### config.mk
export PLATFORM = sky130hd
export DESIGN_NAME = hold_pwm
export DESIGN_NICKNAME = d
export VERILOG_FILES = /design/src/rtl/hpwm_pkg.sv /design/src/rtl/hpwm_prescale.sv /design/src/rtl/hpwm_counter.sv /design/src/rtl/hpwm_compare.sv /design/src/rtl/hold_pwm.sv
export SDC_FILE = /design/constraint.sdc
export NUM_CORES = 1
export LEC_CHECK = 0
export BUFFER_PORTS_ARGS = -buffer_cell sky130_fd_sc_hd__buf_2
export CAP_MARGIN = 10
export CORE_MARGIN = 2
export CORE_UTILIZATION = 55
export DETAILED_ROUTE_END_ITERATION = 16
export GPL_TIMING_DRIVEN = 0
export MAX_ROUTING_LAYER = met4
export PLACE_DENSITY = 0.79
export SKIP_CTS_REPAIR_TIMING = 1
export SLEW_MARGIN = 20
export SYNTH_ARGS = -nofsm -noshare
export SYNTH_HDL_FRONTEND = slang
export SYNTH_SLANG_ARGS = --single-unit
### constraint.sdc
create_clock -name clk -period 2.7 [get_ports clk]
set_input_delay 0.135 -clock clk [delete_from_list [all_inputs] [get_ports clk]]
set_output_delay 0.135 -clock clk [all_outputs]
set_load 0.03 [all_outputs]
### src/rtl/hpwm_pkg.sv
// Package: shared widths and reset defaults for the hold PWM generator.
// Assumes: divider codes fit in CODE_W bits; the prescaler spans 2^CODE_W-2 stages.
package hpwm_pkg;
    localparam int DATA_W   = 8;
    localparam int CODE_W   = 4;
    localparam int PRE_W    = (1 << CODE_W) - 2;
    localparam int RST_DUTY = 127;
    localparam int RST_TOP  = 255;
    localparam int RST_CODE = 5;
endpackage

### src/rtl/hpwm_prescale.sv
// Module: power-of-two prescaler. Emits a one-cycle tick every 2^shift clocks.
// Assumes: shift <= PRE_W; clr restarts the prescale window; en low clears it.
module hpwm_prescale #(
    parameter int CODE_W = hpwm_pkg::CODE_W,
    parameter int PRE_W  = hpwm_pkg::PRE_W
) (
    input  logic              clk,
    input  logic              rst_n,
    input  logic              en,
    input  logic              clr,
    input  logic [CODE_W-1:0] shift,
    output logic              tick
);
    logic [PRE_W-1:0] pre_cnt;
    logic [PRE_W:0]   mask_full;
    logic [PRE_W-1:0] mask;

    // Build the low-bit mask that marks the end of one prescale window.
    always_comb begin
        mask_full = ((PRE_W+1)'(1) << shift) - (PRE_W+1)'(1);
        mask      = mask_full[PRE_W-1:0];
        tick      = en && ((pre_cnt & mask) == mask);
    end

    // Free-running prescale counter, cleared when idle or at a period boundary.
    always_ff @(posedge clk) begin
        if (!rst_n || !en || clr)
            pre_cnt <= '0;
        else
            pre_cnt <= pre_cnt + PRE_W'(1);
    end
endmodule

### src/rtl/hpwm_counter.sv
// Module: period counter. Counts prescaled ticks from 0 to top and then wraps.
// Assumes: top may change only at a wrap or while en is low (enforced upstream).
module hpwm_counter #(
    parameter int DATA_W = hpwm_pkg::DATA_W
) (
    input  logic              clk,
    input  logic              rst_n,
    input  logic              en,
    input  logic              tick,
    input  logic [DATA_W-1:0] top,
    output logic [DATA_W-1:0] cnt,
    output logic              wrap
);
    // Flag the tick that ends the current period.
    always_comb wrap = tick && (cnt == top);

    // Advance on each tick, return to zero at the wrap, hold zero when idle.
    always_ff @(posedge clk) begin
        if (!rst_n || !en)
            cnt <= '0;
        else if (wrap)
            cnt <= '0;
        else if (tick)
            cnt <= cnt + DATA_W'(1);
    end


    cnt_within_top_chk: assert property (@(posedge clk) disable iff (!rst_n)
        cnt <= top);


    cnt_single_step_chk: assert property (@(posedge clk) disable iff (!rst_n)
        (tick && !wrap) |=> (cnt == DATA_W'($past(cnt) + DATA_W'(1))));
endmodule

### src/rtl/hpwm_compare.sv
// Module: duty comparator with a registered output stage.
// Assumes: the all-ones duty code means full on; the output is low when en is low.
module hpwm_compare #(
    parameter int DATA_W = hpwm_pkg::DATA_W
) (
    input  logic              clk,
    input  logic              rst_n,
    input  logic              en,
    input  logic [DATA_W-1:0] duty,
    input  logic [DATA_W-1:0] cnt,
    output logic              out_q
);
    logic above;

    // Decide the level for the counter value presently held.
    always_comb above = (duty == {DATA_W{1'b1}}) || (cnt < duty);

    // Register the level so the pin is glitch free.
    always_ff @(posedge clk) begin
        if (!rst_n)
            out_q <= 1'b0;
        else
            out_q <= en && above;
    end
endmodule

### src/rtl/hold_pwm.sv
// Module: top of the hold PWM generator. Holds the pending and active
// settings, clamps the divider code, and joins prescaler, counter and comparator.
// Assumes: load is a single-cycle strobe; settings swap only at a wrap or while idle.
module hold_pwm #(
    parameter int DATA_W   = hpwm_pkg::DATA_W,
    parameter int CODE_W   = hpwm_pkg::CODE_W,
    parameter int RST_DUTY = hpwm_pkg::RST_DUTY,
    parameter int RST_TOP  = hpwm_pkg::RST_TOP,
    parameter int RST_CODE = hpwm_pkg::RST_CODE
) (
    input  logic              clk,
    input  logic              rst_n,
    input  logic              en,
    input  logic              load,
    input  logic [DATA_W-1:0] duty_in,
    input  logic [DATA_W-1:0] top_in,
    input  logic [CODE_W-1:0] div_in,
    output logic              pwm_out,
    output logic              cfg_err
);
    localparam logic [DATA_W-1:0] DEF_DUTY  = DATA_W'(RST_DUTY);
    localparam logic [DATA_W-1:0] DEF_TOP   = DATA_W'(RST_TOP);
    localparam logic [CODE_W-1:0] DEF_SHIFT = CODE_W'(RST_CODE - 1);

    logic [DATA_W-1:0] pend_duty, pend_top, act_duty, act_top;
    logic [CODE_W-1:0] pend_shift, act_shift, in_shift;
    logic [DATA_W-1:0] src_duty, src_top;
    logic [CODE_W-1:0] src_shift;
    logic              err_q, tick, wrap, out_q;
    logic [DATA_W-1:0] cnt;

    // Clamp the incoming divider code and turn it into a shift amount.
    always_comb begin
        in_shift  = (div_in == '0) ? '0 : div_in - CODE_W'(1);
        src_duty  = load ? duty_in  : pend_duty;
        src_top   = load ? top_in   : pend_top;
        src_shift = load ? in_shift : pend_shift;
    end

    // Capture each load strobe into the pending settings.
    always_ff @(posedge clk) begin
        if (!rst_n) begin
            pend_duty  <= DEF_DUTY;
            pend_top   <= DEF_TOP;
            pend_shift <= DEF_SHIFT;
        end else if (load) begin
            pend_duty  <= duty_in;
            pend_top   <= top_in;
            pend_shift <= in_shift;
        end
    end

    // Move the settings into use at a wrap, or at once while idle.
    always_ff @(posedge clk) begin
        if (!rst_n) begin
            act_duty  <= DEF_DUTY;
            act_top   <= DEF_TOP;
            act_shift <= DEF_SHIFT;
        end else if (!en || wrap) begin
            act_duty  <= src_duty;
            act_top   <= src_top;
            act_shift <= src_shift;
        end
    end

    // Record whether the last load carried the illegal divider code.
    always_ff @(posedge clk) begin
        if (!rst_n)
            err_q <= 1'b0;
        else if (load)
            err_q <= (div_in == '0);
    end

    hpwm_prescale #(.CODE_W(CODE_W), .PRE_W((1 << CODE_W) - 2)) u_pre (
        .clk(clk), .rst_n(rst_n), .en(en), .clr(wrap),
        .shift(act_shift), .tick(tick)
    );

    hpwm_counter #(.DATA_W(DATA_W)) u_cnt (
        .clk(clk), .rst_n(rst_n), .en(en), .tick(tick),
        .top(act_top), .cnt(cnt), .wrap(wrap)
    );

    hpwm_compare #(.DATA_W(DATA_W)) u_cmp (
        .clk(clk), .rst_n(rst_n), .en(en), .duty(act_duty),
        .cnt(cnt), .out_q(out_q)
    );

    assign pwm_out = out_q;
    assign cfg_err = err_q;


    settings_frozen_chk: assert property (@(posedge clk) disable iff (!rst_n)
        (en && !wrap) |=> ($stable(act_duty) && $stable(act_top) && $stable(act_shift)));


    bad_code_flag_chk: assert property (@(posedge clk) disable iff (!rst_n)
        (load && div_in == '0) |=> cfg_err);


    idle_low_chk: assert property (@(posedge clk) disable iff (!rst_n)
        !en |=> !pwm_out);


    idle_cleared_chk: assert property (@(posedge clk) disable iff (!rst_n)
        !en |=> (cnt == '0));
endmodule

==> flow_metrics.env, run 1 <==
export IMPL_outcome="finished clean"
export IMPL_avgSynthCellArea_um2=9.30
export IMPL_finalNetCount=394
export IMPL_netlist_area_um2=3000
export IMPL_ant_nets=0
export IMPL_drv_slew=0
export IMPL_crit_path_end="u_cnt.cnt[3]"
export IMPL_grt_pass1_wl_um=10700
export IMPL_ys_types=54
export IMPL_grt_antenna_before_repair=0
export IMPL_syn_to_final_growth_pct=15.7
export IMPL_rr_worst_depth=12
export IMPL_drive_above_1_share=0.195
export IMPL_layout_cells_non_filler=435
export IMPL_multi_input_area_um2=1570
export IMPL_r2r_end="u_cnt.cnt[3]"
export IMPL_power_density_nw_per_um2=594
export IMPL_die_h_um=77.8
export IMPL_worstMarginPinSlew_ps=711
export IMPL_seq_area_frac_synth=0.428
export IMPL_async_flop_share=0
export IMPL_endpoint_kind="register"
export IMPL_ir_drop_mv=0.371
export IMPL_fp_dieW_um=77.8
export IMPL_num_vias=2446
export IMPL_start_util=0.579
export IMPL_cp_data_required_time_ps=2960
export IMPL_routedWlPerCell_um=14.1
export IMPL_ys_ff_latch=64
export IMPL_port_buffers=24
export IMPL_cap_viol_max_count=0
export IMPL_grt_pass1_vias=2404
export IMPL_r2r_slack_ps=140
export IMPL_swShare=0.241
export IMPL_crit_type="register to register"
export IMPL_insertedDiodeCount=0
export IMPL_synthCells=322
export IMPL_fillCellCount=415
export IMPL_grt_usage=0.228
export IMPL_hpwl_um=4320
export IMPL_synth_top_area_frac=0.428
export IMPL_fin_crit_ps=2560
export IMPL_dieArea_um2=6050
export IMPL_cts_root_buf="clkbuf_8"
export IMPL_synth_edf_count=0
export IMPL_ioPinCount=26
export IMPL_drc=0
export IMPL_cts_clk_slew_worst_paths_ps=70
export IMPL_p_leak_nw=1.50
export IMPL_hold_viol=0
export IMPL_cp_start_kind="register"
export IMPL_crit_fanout=10
export IMPL_crit_start="act_shift[1]"
export IMPL_power_mw=2.06
export IMPL_routed_wl_um=6130
export IMPL_p_int_mw=1.56
export IMPL_maxSlewHeadroom=0.526
export IMPL_synth_common_cells="dfxtp_1 (64), nand2_1 (28), nor2_1 (24), inv_1 (19), mux2i_1 (17)"
export IMPL_fin_crit_sh=0.948
export IMPL_final_cell_area_um2=3470
export IMPL_seq_area_um2=1280
export IMPL_core_area_um2=5170
export IMPL_whs_ps=28.6
export IMPL_netlist_top_cells_area="dfxtp_1 (43%), mux2i_1 (5.7%), a22o_1 (4.7%)"
export IMPL_viasPerCell=5.62
export IMPL_synth_top_area_cell="dfxtp_1"
export IMPL_cts_made_buffers=9
export IMPL_synth_flop_cell="dfxtp_1"
export IMPL_placedInstanceArea_um2=3200
export IMPL_finClkSkew_ps=9.90
export IMPL_ys_warn_count=0
export IMPL_clk_latency_ps=350
export IMPL_grt_max_degree=11
export IMPL_place_congestion=0.814
export IMPL_cts_tree="built"
export IMPL_gr_total_overflow=0
export IMPL_r2r_start="act_shift[1]"
export IMPL_cp_data_arrival_time_ps=2820
export IMPL_drt_iter0_markers=127
export IMPL_comb_power_share=0.106
export IMPL_setup_viol=0
export IMPL_max_freq_mhz=391
export IMPL_h_tree_depth=3
export IMPL_yosysMostFrequentCell="dfxtp_1"
export IMPL_syn_nets=356
export IMPL_hold_class="input port to register"
export IMPL_cts_sinks=64
export IMPL_first_pass_iters=5
export IMPL_p_seq_frac=0.493
export IMPL_dp_cells=416
export IMPL_p_switching_uw=496
export IMPL_clkPwrFrac=0.401
export IMPL_rows=26
export IMPL_cts_buffer_depth=2
metrics by stage:
stage	TNS, ps	utilization	worst slack, ps
floorplan	0	-	249
global placement	0	0.619	4.34
detailed placement	-829	0.619	-57.4
CTS	-1070	0.658	-59.5
global route	-7.82	0.670	-6.50
finish	0	0.670	141
registers in the layout (all words and copies together) (netlist names):
register,cells
pend_top,8
act_shift,4
pend_shift,4
u_pre.pre_cnt,14
u_cnt.cnt,8
pend_duty,8
cfg_err,1
u_cmp.out_q,1
act_top,8
act_duty,8
critical path, cell delays in order (launching register included):
cell and delay [ps]:
dfxtp_1 290, buf_2 170, nor2_4 170, nand3_1 110, ha_2 220, or3_1 310, a211o_1 260, a21oi_1 150
a2111o_1 120, buf_6 140, clkbuf_4 220, o21ai_0 140, a21oi_1 180
logic make-up (layout without fill, tap and decap cells):
kind of cell,Yosys count,after routing,share of synthesized area
AO/OA/AOI/OAI,70,70,0.174
XOR/XNOR,21,21,0.0614
adder cells (fa/ha/maj),10,10,0.0418
buffers and inverters,39,82,0.0581
flip-flops,64,64,0.428
multiplexers,18,18,0.0606
AND/OR/NAND/NOR,100,100,0.177
cells in the final DEF, fill, tap and decap left out, types with 5 or more instances in the layout:
cell and count:
nor2_1 23, a21oi_1 10, buf_2 28, nand3_1 10, xor2_1 16, dfxtp_1 64, mux2i_1 17, nand2_1 28
clkbuf_1 7, ha_1 9, xnor2_1 5, o21ai_0 12, nand4_1 8, a22o_1 16, clkbuf_8 11, clkbuf_4 6
inv_1 19, or3_1 6
routing by layer:
metal / GRT usage / part of all wire / vias up
met1: 0.284 / 0.46 / 1158
met5: - / 0 / -
met4: 0.116 / 0.012 / 0
li1: - / - / 1224
met3: 0.0442 / 0.055 / 9
met2: 0.353 / 0.47 / 55
power by group through the flow:
stage	sequential, mW	combinational, mW	clock [mW]
finish	1.02	0.219	0.825
global route	1.02	0.246	0.871
CTS	1.02	0.212	0.827
detailed placement	1.04	0.210	0
global placement	1.04	0.204	0
floorplan	1.03	0.154	0
final cells by class:
type,count,area share
Sequential cell,64,0.370
Inverter,21,0.0227
Timing Repair Buffer,27,0.0412
Multi-Input combinational cell,219,0.452
Tap cell,70,0.0253
Clock buffer,13,0.0458
Buffer,18,0.0318
Clock inverter,3,0.0116
worst min path at each step:
stage / start / to / slack [ps] / depth (start not counted)
finish: duty_in[0] / pend_duty[0] / 30 / 3
global route: duty_in[6] / pend_duty[6] / 40 / 3
CTS: duty_in[0] / pend_duty[0] / 30 / 3
detailed placement: duty_in[0] / pend_duty[0] / 380 / 3
global placement: duty_in[3] / pend_duty[3] / 380 / 3
floorplan: rst_n / pend_top[7] / 220 / 1
Power figures use the tool's default switching activity.
==> run 2: changes to the inputs <==
REMOVE_ABC_BUFFERS = 1   (was unset)
SYNTH_HIERARCHICAL = 1   (was unset)
==> run 2 against run 1 <==
The run now ends with negative setup slack left. Hold slack better by 8.8 ps. Largest power group unchanged. Area after synthesis is 4.7% higher. Critical endpoint is now act_duty[0]. Global-route usage fell by 1.4 points. Routed wire length rose by 20%. Sequential share of layout area down 3.8 points. Non-clock buffer count is the same. Clock skew about the same.
==> flow_metrics.env, run 2 <==
export IMPL_ys_warn_count=6
export IMPL_finClkSkew_ps=10.4
export IMPL_fin_crit_ps=2860
export IMPL_ir_drop_mv=0.395
export IMPL_placedInstanceArea_um2=3260
export IMPL_r2r_slack_ps=-160
export IMPL_finalNetCount=430
export IMPL_synthMuxAreaShare=0.0128
export IMPL_synth_simple_area_share=0.274
export IMPL_cp_data_arrival_time_ps=3040
export IMPL_rr_worst_depth=15
export IMPL_layout_common_cells="dfxtp_1 (60), nor2_1 (36), nand2_1 (30), buf_2 (25), nor2b_1 (18)"
export IMPL_crit_fanout=7
export IMPL_largest_reg_flops=14
export IMPL_final_cell_area_um2=3900
export IMPL_dieArea_um2=6320
export IMPL_routed_top_layer="met4"
export IMPL_synth_xor_area_frac=0.0782
export IMPL_place_congestion=0.885
export IMPL_netlist_top_cells_area="dfxtp_1 (41%), xnor2_1 (4.7%), nor2_1 (4.7%)"
export IMPL_crit_buf_inv=3
export IMPL_synthAdderAreaFrac=0.0399
export IMPL_cp_start_kind="register"
export IMPL_start_util=0.570
export IMPL_synth_compound_area_share=0.142
export IMPL_largest_register="u_pre/pre_cnt"
export IMPL_fillCellCount=392
export IMPL_layout_cells_non_filler=473
export IMPL_hold_path_end="pend_duty[2]"
export IMPL_outcome="finished with violations"
export IMPL_cts_root_buf="clkbuf_8"
export IMPL_crit_type="register to register"
export IMPL_synth_edf_count=0
export IMPL_hold_class="input port to register"
export IMPL_finalWorstSetupSlack_ps=-157
export IMPL_synth_top_area_cell="dfxtp_1"
export IMPL_port_buffers=25
export IMPL_synth_top_family_by_area="simple AND/OR/NAND/NOR gates"
export IMPL_met2WireLength_um=3870
export IMPL_fin_setup_tns_ps=-4290
export IMPL_cts_made_buffers=9
export IMPL_num_vias=2671
export IMPL_cts_sinks=64
export IMPL_holdPathStages=3
export IMPL_cts_clk_slew_worst_paths_ps=70
export IMPL_ioPinCount=26
export IMPL_rsz0062_at_grt="true"
export IMPL_drive_above_1_share=0.274
export IMPL_cp_slowest_stage_delay_ps=380
export IMPL_power_density_nw_per_um2=540
export IMPL_worstMarginPinSlew_ps=1050
export IMPL_r2r_start="act_shift[2]"
export IMPL_grt_pass1_vias=2438
export IMPL_routed_wl_um=7330
export IMPL_post_route_util=0.708
export IMPL_setup_viol=39
export IMPL_gr_total_overflow=0
export IMPL_ys_ff_latch=64
export IMPL_async_flop_share=0
export IMPL_dp_cells=436
export IMPL_p_leak_nw=1.53
export IMPL_m1WireLength_um=3100
export IMPL_seq_area_frac_synth=0.408
export IMPL_syn_to_final_growth_pct=24.3
export IMPL_cts_buffer_depth=2
export IMPL_yosysMostFrequentCell="dfxtp_1"
export IMPL_max_freq_mhz=350
export IMPL_cp_data_required_time_ps=2890
export IMPL_avgSynthCellArea_um2=8.74
export IMPL_ys_types=52
export IMPL_route_met3_wl_um=257
export IMPL_ant_nets=0
export IMPL_rows=27
export IMPL_drt_iter0_markers=130
export IMPL_grt_pass1_wl_um=10500
export IMPL_hpwl_um=3920
export IMPL_fin_crit_sh=1.06
export IMPL_routedWlPerCell_um=15.5
export IMPL_synth_top_area_frac=0.408
export IMPL_grt_max_degree=56
export IMPL_synth_flop_cell="dfxtp_1"
export IMPL_insertedDiodeCount=0
export IMPL_die_h_um=79.5
export IMPL_layout_commonest_cell="dfxtp_1"
export IMPL_clk_latency_ps=340
export IMPL_holdCritStartpoint="duty_in[2]"
export IMPL_core_area_um2=5510
export IMPL_grt_antenna_before_repair=0
export IMPL_synthCells=359
export IMPL_endpoint_kind="register"
export IMPL_viasPerCell=5.65
export IMPL_fp_dieW_um=79.5
export IMPL_cts_tree="built"
export IMPL_grt_usage=0.214
export IMPL_cap_viol_max_count=0
export IMPL_drc=0
export IMPL_hold_viol=0
export IMPL_cpLargestDelayFamily="simple AND/OR/NAND/NOR gates"
export IMPL_cp_cell_sequence="nor3_4, nand2_2, ha_4, nor2b_1, o21ai_0, o311ai_2, nor4_2, buf_4, nand2_4, nor3_4, buf_12, nor2b_4, buf_12, a211oi_2, o21ai_1"
export IMPL_violations="negative setup slack"
export IMPL_dp_slack_ps=-1140
export IMPL_maxSlewHeadroom=0.303
export IMPL_h_tree_depth=3
export IMPL_first_pass_iters=4
export IMPL_r2r_end="act_duty[0]"
export IMPL_drv_slew=0
export IMPL_cpMaxStageDelayCell="dfxtp_4"
export IMPL_netlist_area_um2=3140
export IMPL_cp_depth=15
export IMPL_synth_common_cells="dfxtp_1 (64), nor2_1 (39), nand2_1 (33), o21ai_0 (25), nor2b_1 (19)"
==> run 2: cell count changes after synthesis, moves of 9 or more <==
cell,previous run,this run
mux2i_1,17,4
nor3_1,3,12
nand3b_1,0,15
a22o_1,16,0
nor2_1,24,39
nor2b_1,2,19
a211oi_1,3,16
o21ai_0,12,25
inv_1,19,10
xnor2_1,5,17
==> run 2: worst reg2reg max path: stages (launching register included) <==
cell	delay, ps
dfxtp_4	380
nor3_4	260
nand2_2	100
ha_4	210
nor2b_1	160
o21ai_0	130
o311ai_2	160
nor4_2	180
buf_4	190
nand2_4	50
nor3_4	260
buf_12	150
nor2b_4	60
buf_12	140
a211oi_2	210
o21ai_1	80
==> run 2: kinds of logic after synthesis <==
group	count (synthesis)
compound gates	65
xor+xnor	28
fa+ha+maj	10
buf+inv	31
flops	64
mux	4
simple gates	157
==> run 2: area by class of cell <==
class	count	area, um^2	share of cell area
multi-input cells	266	1920	0.491
inverters	10	37.5	0.00963
clock inverters	3	40.0	0.0103
well taps	72	90.1	0.0231
clock buffers	13	159	0.0408
repair buffers	45	364	0.0934
flip-flops and latches	64	1290	0.331
==> run 2: power by group <==
group	switching, mW	leakage, nW	total [mW]	internal [mW]
Clock	0.354	0.103	0.828	0.475
Combinational	0.137	0.903	0.255	0.118
Sequential	0.0335	0.527	1.02	0.987
Total	0.524	1.53	2.10	1.58
==> run 2: worst max path at each step <==
stage,start,to
5_1_grt,act_shift[1],act_top[0]
4_1_cts,act_shift[0],act_shift[0]
6_report,act_shift[2],act_duty[0]
2_1_floorplan,act_shift[0],act_shift[0]
3_5_place_dp,act_shift[0],act_shift[0]
3_3_place_gp,act_shift[0],act_shift[0]
==> run 2: routing by layer <==
metal,GRT usage,up-vias
met5,-,-
met4,0.110,0
met3,0.0441,11
met2,0.352,52
met1,0.248,1282
li1,-,1326
==> run 2: stage by stage <==
| step | total power, mW | hold WS, ps |
|---|---|---|
| after floorplan | 1.15 | 197 |
| after global placement | 1.22 | 364 |
| after detailed placement | 1.23 | 370 |
| after CTS | 2.05 | 12.6 |
| after global routing | 2.19 | 42.7 |
| final | 2.10 | 37.4 |
==> run 3: changes to the inputs <==
ABC_CLOCK_PERIOD_IN_PS = 2700   (was unset)
CORE_UTILIZATION = 40   (was 55)
CTS_BUF_LIST = sky130_fd_sc_hd__clkbuf_4   (was unset)
PLACE_DENSITY = 0.62   (was 0.79)
==> run 3 against run 2 <==
The run still ends with negative setup slack left. Critical path depth fell by 1. Utilization decreased by 19 points. Clock skew up 9.8 ps.
==> flow_metrics.env, run 3 (synthesis results as in run 2) <==
export IMPL_outcome="finished with violations"
export IMPL_violations="negative setup slack"
export IMPL_fillCellCount=730
export IMPL_ir_drop_mv=0.320
export IMPL_cp_data_arrival_time_ps=3010
export IMPL_layout_commonest_cell="dfxtp_1"
export IMPL_drv_slew=0
export IMPL_cts_sinks=64
export IMPL_grt_antenna_before_repair=0
export IMPL_grt_pass1_wl_um=10400
export IMPL_post_route_util=0.519
export IMPL_cts_buffer_depth=2
export IMPL_multi_input_area_um2=1880
export IMPL_insertedDiodeCount=0
export IMPL_worstMarginPinSlew_ps=1040
export IMPL_largest_register="u_pre/pre_cnt"
export IMPL_fin_crit_ps=2720
export IMPL_die_h_um=92.6
export IMPL_largest_reg_flops=14
export IMPL_gr_total_overflow=0
export IMPL_grt_max_degree=56
export IMPL_syn_to_final_growth_pct=26.4
export IMPL_grt_usage=0.157
export IMPL_endpoint_kind="register"
export IMPL_setup_viol=6
export IMPL_finalNetCount=442
export IMPL_fp_dieW_um=92.6
export IMPL_seq_area_um2=1290
export IMPL_hpwl_um=4040
export IMPL_dieArea_um2=8570
export IMPL_finClkSkew_ps=20.2
export IMPL_ant_nets=0
export IMPL_power_density_nw_per_um2=531
export IMPL_r2r_end="act_duty[3]"
export IMPL_cp_start_kind="register"
export IMPL_holdPathStages=3
export IMPL_whs_ps=6.13
export IMPL_hold_class="input port to register"
export IMPL_crit_type="register to register"
export IMPL_routedWlPerCell_um=13.3
export IMPL_routed_wl_um=6850
export IMPL_drive_above_1_share=0.252
export IMPL_maxSlewHeadroom=0.309
export IMPL_viasPerCell=5.10
export IMPL_r2r_start="act_shift[2]"
export IMPL_clk_latency_ps=430
export IMPL_r2r_slack_ps=-20
export IMPL_ioPinCount=26
export IMPL_cap_viol_max_count=0
export IMPL_hold_viol=0
export IMPL_drt_iter0_markers=95
export IMPL_p_leak_nw=1.55
export IMPL_crit_fanout=7
export IMPL_fin_crit_sh=1.01
export IMPL_core_area_um2=7650
export IMPL_rsz0062_at_grt="true"
export IMPL_drc=0
export IMPL_finalWorstSetupSlack_ps=-22.7
export IMPL_hold_path_end="pend_duty[7]"
export IMPL_cts_tree="built"
export IMPL_num_vias=2625
export IMPL_cts_root_buf="clkbuf_4"
export IMPL_port_buffers=25
export IMPL_final_cell_area_um2=3970
export IMPL_start_util=0.410
export IMPL_max_freq_mhz=367
export IMPL_place_congestion=0.798
export IMPL_fin_setup_tns_ps=-55.0
export IMPL_first_pass_iters=4
export IMPL_cts_made_buffers=9
export IMPL_holdCritStartpoint="duty_in[7]"
export IMPL_placedInstanceArea_um2=3300
export IMPL_cts_clk_slew_worst_paths_ps=110
export IMPL_cp_data_required_time_ps=2980
export IMPL_layout_common_cells="dfxtp_1 (60), nor2_1 (39), nand2_1 (30), buf_2 (25), nor2b_1 (18)"
export IMPL_rr_worst_depth=14
export IMPL_rows=32
export IMPL_grt_pass1_vias=2349
export IMPL_h_tree_depth=3
==> run 3: cell count changes in the layout (fill, tap and decap cells not counted), moves of 3 or more <==
cell	previous run	this run
buf_12	4	1
dlygate4sd3_1	0	15
nor2_2	4	1
nor2_1	36	39
clkbuf_8	11	0
clkbuf_4	0	10
==> run 3: metrics by stage <==
stage,setup WS (ps),instances,power [mW]
floorplan,-424,338,1.15
global placement,-1090,465,1.22
detailed placement,-1170,466,1.23
CTS,-1190,482,2.06
global route,-216,515,2.20
finish,-22.7,515,2.11
==> run 3: worst max-delay path by stage <==
| stage | slack [ps] | startpoint | to |
|---|---|---|---|
| finish | -20 | act_shift[2] | act_duty[3] |
| global route | -220 | act_shift[2] | act_top[0] |
| CTS | -1190 | act_shift[0] | act_shift[0] |
| detailed placement | -1170 | act_shift[0] | act_shift[0] |
| global placement | -1090 | act_shift[0] | act_shift[0] |
| floorplan | -420 | act_shift[0] | act_shift[0] |
==> run 3: worst max-delay path, cell delays in order (launching register included) <==
cell	delay, ps
dfxtp_4	390
nor3_4	230
nand2_2	90
ha_4	270
o221ai_2	80
nor2_1	140
o311ai_2	130
nor4_2	160
buf_4	190
nand2_4	50
nor3_4	320
nor2b_4	110
buf_8	150
a211oi_2	190
o21ai_1	70
==> run 3: final cells by class <==
cell class              instances  area share
inverters                      10     0.00946
repair buffers                 57       0.111
clock inverters                 6      0.0271
clock buffers                  10      0.0189
flip-flops and latches         64       0.326
multi-input cells             266       0.475
well taps                     102      0.0322
==> run 3: routing by layer <==
layer	global-route usage	wire length, um	up-vias
li1	-	-	1348
met1	0.177	3190	1229
met2	0.263	3350	39
met3	0.0521	212	9
met4	0.0522	96	0
met5	-	0	-
==> run 3: power breakdown <==
part	switching [mW]	leakage, nW	internal, mW
Clock	0.353	0.0980	0.476
Sequential	0.0306	0.528	0.986
Combinational	0.132	0.926	0.128
Total	0.516	1.55	1.59
